[src/rtl/gpio_irq_pkg.sv]
package gpio_irq_pkg;

   localparam int BUS_W = 32;
   localparam int MAX_PINS = 32;

   typedef enum logic [1:0] {
      TRIG_RISE  = 2'd0,
      TRIG_FALL  = 2'd1,
      TRIG_BOTH  = 2'd2,
      TRIG_LEVEL = 2'd3
   } trig_e;

   localparam logic [1:0] REG_DATA = 2'd0;
   localparam logic [1:0] REG_DIR  = 2'd1;
   localparam logic [1:0] REG_MASK = 2'd2;
   localparam logic [1:0] REG_CAP  = 2'd3;

endpackage

[src/rtl/gpio_in_sync.sv]
module gpio_in_sync #(
   parameter int W      = 8,
   parameter int STAGES = 2
) (
   input  logic         clk,
   input  logic         rst_n,
   input  logic [W-1:0] async_in,
   output logic [W-1:0] sync_out
);

   if (STAGES < 2) begin : g_bad_stages
      $error("gpio_in_sync: STAGES must be at least 2");
   end

   logic [W-1:0] stage_q [STAGES];

   for (genvar s = 0; s < STAGES; s++) begin : g_stage
      always_ff @(posedge clk or negedge rst_n) begin
         if (!rst_n) begin
            stage_q[s] <= '0;
         end else begin
            if (s == 0) stage_q[s] <= async_in;
            else        stage_q[s] <= stage_q[(s == 0) ? 0 : s-1];
         end
      end
   end

   assign sync_out = stage_q[STAGES-1];

endmodule

[src/rtl/gpio_regs.sv]
module gpio_regs
   import gpio_irq_pkg::*;
#(
   parameter int W = 8
) (
   input  logic         clk,
   input  logic         rst_n,
   input  logic         wr_en,
   input  logic [1:0]   word_sel,
   input  logic [W-1:0] wdata,
   output logic [W-1:0] out_q,
   output logic [W-1:0] dir_q,
   output logic [W-1:0] mask_q
);

   always_ff @(posedge clk or negedge rst_n) begin
      if (!rst_n) begin
         out_q  <= '0;
         dir_q  <= '0;
         mask_q <= '0;
      end else if (wr_en) begin
         case (word_sel)
            REG_DATA: out_q  <= wdata;
            REG_DIR:  dir_q  <= wdata;
            REG_MASK: mask_q <= wdata;
            default:  ;
         endcase
      end
   end

endmodule

[src/rtl/gpio_event.sv]
module gpio_event
   import gpio_irq_pkg::*;
#(
   parameter int    W       = 8,
   parameter trig_e TRIGGER = TRIG_RISE
) (
   input  logic         clk,
   input  logic         rst_n,
   input  logic [W-1:0] lvl,
   input  logic [W-1:0] clr,
   output logic [W-1:0] cap
);

   logic [W-1:0] prev_q;
   logic [W-1:0] hit;
   logic [W-1:0] cap_q;

   if (TRIGGER == TRIG_RISE) begin : g_rise
      assign hit = lvl & ~prev_q;
   end else if (TRIGGER == TRIG_FALL) begin : g_fall
      assign hit = ~lvl & prev_q;
   end else if (TRIGGER == TRIG_BOTH) begin : g_both
      assign hit = lvl ^ prev_q;
   end else begin : g_level
      assign hit = '0;
   end

   always_ff @(posedge clk or negedge rst_n) begin
      if (!rst_n) begin
         prev_q <= '0;
         cap_q  <= '0;
      end else begin
         prev_q <= lvl;
         cap_q  <= (cap_q & ~clr) | hit;
      end
   end

   assign cap = cap_q;

   // a set bit survives unless a clearing one was written for it
   p_clear_only_r9: assert property (@(posedge clk) disable iff (!rst_n)
      ((($past(cap_q) & ~$past(clr)) & ~cap_q) == '0));

   if (TRIGGER != TRIG_LEVEL) begin : g_edge_chk
      // a detected event always lands, even against a clear
      p_event_wins_r10: assert property (@(posedge clk) disable iff (!rst_n)
         (($past(lvl ^ prev_q) & ~cap_q & $past(hit)) == '0));
   end

endmodule

[src/rtl/gpio_irq_port.sv]
module gpio_irq_port
   import gpio_irq_pkg::*;
#(
   parameter int    PIN_COUNT   = 32,
   parameter int    SYNC_STAGES = 2,
   parameter trig_e TRIGGER     = TRIG_RISE
) (
   input  logic                 clk,
   input  logic                 rst_n,
   input  logic                 bus_wr,
   input  logic [3:2]           bus_addr,
   input  logic [BUS_W-1:0]     bus_wdata,
   output logic [BUS_W-1:0]     bus_rdata,
   input  logic [PIN_COUNT-1:0] pin_in,
   output logic [PIN_COUNT-1:0] pin_out,
   output logic [PIN_COUNT-1:0] pin_oe,
   output logic                 irq
);

   localparam int W = PIN_COUNT;

   if (PIN_COUNT < 1 || PIN_COUNT > MAX_PINS) begin : g_bad_width
      $error("gpio_irq_port: PIN_COUNT must lie in 1..32");
   end

   logic [W-1:0] sync_lvl;
   logic [W-1:0] out_q, dir_q, mask_q;
   logic [W-1:0] cap;
   logic [W-1:0] clr;
   logic [W-1:0] pin_view;
   logic [1:0]   word;
   logic         unused_wdata;

   assign word         = bus_addr;
   assign unused_wdata = ^bus_wdata;

   gpio_in_sync #(.W(W), .STAGES(SYNC_STAGES)) u_sync (
      .clk      (clk),
      .rst_n    (rst_n),
      .async_in (pin_in),
      .sync_out (sync_lvl)
   );

   gpio_regs #(.W(W)) u_regs (
      .clk      (clk),
      .rst_n    (rst_n),
      .wr_en    (bus_wr),
      .word_sel (word),
      .wdata    (bus_wdata[W-1:0]),
      .out_q    (out_q),
      .dir_q    (dir_q),
      .mask_q   (mask_q)
   );

   assign clr = (bus_wr && word == REG_CAP) ? bus_wdata[W-1:0] : '0;

   gpio_event #(.W(W), .TRIGGER(TRIGGER)) u_event (
      .clk   (clk),
      .rst_n (rst_n),
      .lvl   (sync_lvl),
      .clr   (clr),
      .cap   (cap)
   );

   assign pin_view = (dir_q & out_q) | (~dir_q & sync_lvl);
   assign pin_out  = out_q;
   assign pin_oe   = dir_q;

   always_comb begin
      bus_rdata = '0;
      case (word)
         REG_DATA: bus_rdata = BUS_W'(pin_view);
         REG_DIR:  bus_rdata = BUS_W'(dir_q);
         REG_MASK: bus_rdata = BUS_W'(mask_q);
         default:  bus_rdata = BUS_W'(cap);
      endcase
   end

   if (TRIGGER == TRIG_LEVEL) begin : g_irq_level
      assign irq = |(sync_lvl & mask_q);
   end else begin : g_irq_edge
      assign irq = |(cap & mask_q);
   end

   // a zero mask keeps the interrupt low
   p_mask_blocks_r5: assert property (@(posedge clk) disable iff (!rst_n)
      (mask_q == '0) |-> !irq);

   // the output enables follow a direction write on the next edge
   p_oe_follows_dir_r2: assert property (@(posedge clk) disable iff (!rst_n)
      (bus_wr && word == REG_DIR) |=> (pin_oe == $past(bus_wdata[W-1:0])));

   // straight after reset the port is quiet
   p_reset_quiet_r1: assert property (@(posedge clk)
      $rose(rst_n) |-> (pin_oe == '0 && pin_out == '0 && !irq));

endmodule

[config.mk]
export PLATFORM = sky130hd
export DESIGN_NAME = gpio_irq_port
export DESIGN_NICKNAME = d
export VERILOG_FILES = /design/src/rtl/gpio_irq_pkg.sv /design/src/rtl/gpio_in_sync.sv /design/src/rtl/gpio_regs.sv /design/src/rtl/gpio_event.sv /design/src/rtl/gpio_irq_port.sv
export SDC_FILE = /design/constraint.sdc
export NUM_CORES = 1
export LEC_CHECK = 0
export BUFFER_PORTS_ARGS = -buffer_cell sky130_fd_sc_hd__buf_2
export CORE_ASPECT_RATIO = 2
export CORE_MARGIN = 3
export CORE_UTILIZATION = 50
export DETAILED_ROUTE_END_ITERATION = 8
export PLACE_DENSITY_LB_ADDON = 0.2
export SYNTH_ARGS = -nofsm -noshare
export SYNTH_HDL_FRONTEND = slang
export SYNTH_HIERARCHICAL = 1
export SYNTH_SLANG_ARGS = --single-unit
[constraint.sdc]
create_clock -name clk -period 1.25 [get_ports clk]
set_input_delay 0.1875 -clock clk [delete_from_list [all_inputs] [get_ports clk]]
set_output_delay 0.1875 -clock clk [all_outputs]
set_load 0.01 [all_outputs]
==> impl_metrics.ini <==
[final_layout]
drive_above_1_share_pct = 58.0
fin_util_pct = 76.2
mostFrequentLayoutCell = dfrtp_1
fin_nets = 1027
area_growth_pct = 48.1
antennaDiodeCount = 0
design_area_um2 = 13700
instances_no_fill = 1183
final_cell_mix = dfrtp_1 (224), buf_6 (146), mux2_2 (94)

[synthesis]
synth-seq-cells = 224
synth_warnings = 6
syn_area_um2 = 9230
synth_nets = 662
seq_area_frac_synth_pct = 60.7
avgSynthCellArea_um2 = 15.6
syn_inst = 593
ys_types = 23

[die]
row_count = 69
die-area_um2 = 20200
io_pins = 166
die-width_um = 102
die_h_um = 198
core_um2 = 18000
start_util_pct = 51.4

[grt]
grt_pass1_wl_um = 38200
antenna_found_initial = 0
grt_max_degree = 43
track_usage_pct = 24.6
grt_pass1_vias = 7366
grt_overflow = 0

[setup_path]
path_class = register to output pin
startpoint_type = register
cp_cell_sequence = a22oi_2 -> nand4_1 -> or4_4 -> buf_2
cp_slowest_cell = or4_4
critPathCaptureType = output pin
path_max_fanout = 2
critical_path_arrival_ns = 1.99
worstPathRequired_ns = 1.06
slowest_delay_ns = 0.51

[routing]
vias = 6167
drc_errors = 0
vias_per_cell = 5.21
drtPass1Iterations = 4
ant_nets = 0
drt_iter0_markers = 184
drt-total-wl_um = 24100
wl_per_cell_um = 20.4

[pwr]
ir_drop_mv = 1.36
clockPowerShare_pct = 32.8
p_int_mw = 16.2
power_switching_mw = 5.38
power_mw = 21.6
p_seq_share_pct = 40.4
power.leakage_nw = 6.62
powerDensity_nw_per_um2 = 1580
swShare_pct = 24.9
combPwrFrac_pct = 26.9

[place]
postPlaceCellArea_um2 = 11400
numPlacedInstances = 1076
dp_hpwl_um = 16700
port_buffers = 165
gp_congestion = 0.834

[cts]
clock-root-buffer = clkbuf_16
cts.sinks = 224
cts_tree = yes
clk_pin_slew_ns = 0.06
clkLatencyLatePin_ns = 0.49
htreeDepth = 1
clk_path_buf_depth = 3
numCtsBuffers = 21

[timing]
timing.setup.tns_ns = -28.85
slew_headroom_pct = 75.2
setup_ws_ns = -0.923
rsz0062_at_grt = yes
hold_viol_final = 0
worstMarginPinSlew_ns = 0.372
fmax_mhz = 460
fin_crit_ns = 2.17
finalCritPeriodShare_pct = 174
setup_viol = 91
maxSlewViolCount = 0
fin_skew_ns = 0.00625

[run]
maxCapViolCount = 0

[worst_hold_path]
min_path_type = primary input to asynchronous set/reset pin

[outcome]
status = finished, violations left
violations = negative setup slack
==> area by class of cell <==
type / count / area, um^2
well taps: 213 / 267
flip-flops and latches: 224 / 5610
fillers: 1077 / 4280
clock inverters: 6 / 155
multi-input cells: 252 / 3140
repair buffers: 393 / 3650
inverters: 66 / 248
clock buffers: 29 / 616
==> final timing paths <==
path | to | slack, ns | startpoint | cells after the start
min | u_regs/dir_q[26]$_DFFE_PN0P_ | 0.18 | rst_n | 2
min reg2reg | u_sync/sync_out[14]$_DFF_PN0_ | 0.35 | u_sync/stage_q[46]$_DFF_PN0_ | 0
max | irq | -0.92 | u_regs/mask_q[26]$_DFFE_PN0P_ | 4
max in group asynchronous | u_sync/stage_q[32]$_DFF_PN0_ | 0.50 | rst_n | 3
min in group clk | u_sync/stage_q[41]$_DFF_PN0_ | 0.33 | pin_in[9] | 2
max reg2reg | u_regs/out_q[22]$_DFFE_PN0P_ | 0.22 | u_regs/out_q[22]$_DFFE_PN0P_ | 3
==> routing by layer <==
layer | vias up | wire [um] | track usage, %
li1 | 2775 | - | -
met4 | 0 | 852 | 9.68
met1 | 3145 | 8160 | 26.0
met5 | - | 0 | 0
met3 | 69 | 968 | 3.53
met2 | 178 | 14200 | 47.3
==> sequential cells by signal (all words and copies together) (netlist names) <==
signal / count
u_sync/stage_q: 32
u_event/cap: 32
u_event/prev_q: 32
u_regs/mask_q: 32
u_regs/out_q: 32
u_sync/sync_out: 32
u_regs/dir_q: 32
==> kinds of logic after synthesis <==
kind of cell / synth area share [%]
DFF: 60.7
AOI/OAI and AO/OA: 5.94
buffers and inverters: 7.16
and+or+nand+nor: 3.14
muxes: 23.1
==> critical path, delay by kind of cell (launching register included) <==
family | cells | cell delay (ns)
simple gates | 2 | 0.69
flops | 1 | 0.38
compound gates | 1 | 0.26
buf+inv | 1 | 0.16
==> timing repair <==
action | CTS | global route
hold endpoints to repair | 347 | 0
gates resized for setup | 150 | 29
pin swaps | 3 | 3
setup buffers | 16 | 24
hold buffers | 65 | 0
setup endpoints to repair | 91 | 95
==> power by group through the flow <==
| stage | registers, mW | clock network, mW | logic [mW] |
|---|---|---|---|
| 6_report | 8.73 | 7.09 | 5.81 |
| 5_1_grt | 8.82 | 7.54 | 6.16 |
| 3_3_place_gp | 8.69 | 0 | 4.41 |
| 2_1_floorplan | 8.93 | 0 | 1.96 |
| 4_1_cts | 8.72 | 7.21 | 5.72 |
| 3_5_place_dp | 8.77 | 0 | 4.56 |
==> through the flow <==
stage / setup WS [ns] / hold slack [ns]
final: -0.923 / 0.184
after global routing: -0.964 / 0.192
after CTS: -0.928 / 0.182
after detailed placement: -0.495 / 0.109
after global placement: -0.466 / 0.105
after floorplan: -0.145 / -0.108
==> synthesized netlist by cell type <==
master     instances  area share, %
a22oi_1           16            1.3
a22oi_2            1           0.14
and2_1            32            2.2
and3_1             1          0.068
buf_2              3           0.16
buf_4             34            2.8
buf_6              8           0.98
clkbuf_1           3           0.12
clkbuf_8           3           0.45
dfrtp_1          224             61
inv_1             66            2.7
mux2_1             5           0.61
mux2_2           122             15
mux4_2            31            7.6
nand2_1            1          0.041
nand2b_1           1          0.068
nand3b_2           2           0.24
nand4_1            4           0.27
nor3b_4            1           0.20
o22ai_1            1          0.068
o22ai_2           32            4.3
o2bb2ai_1          1          0.095
or4_1              1          0.081
Note: power is estimated with default switching activity, not from simulation.
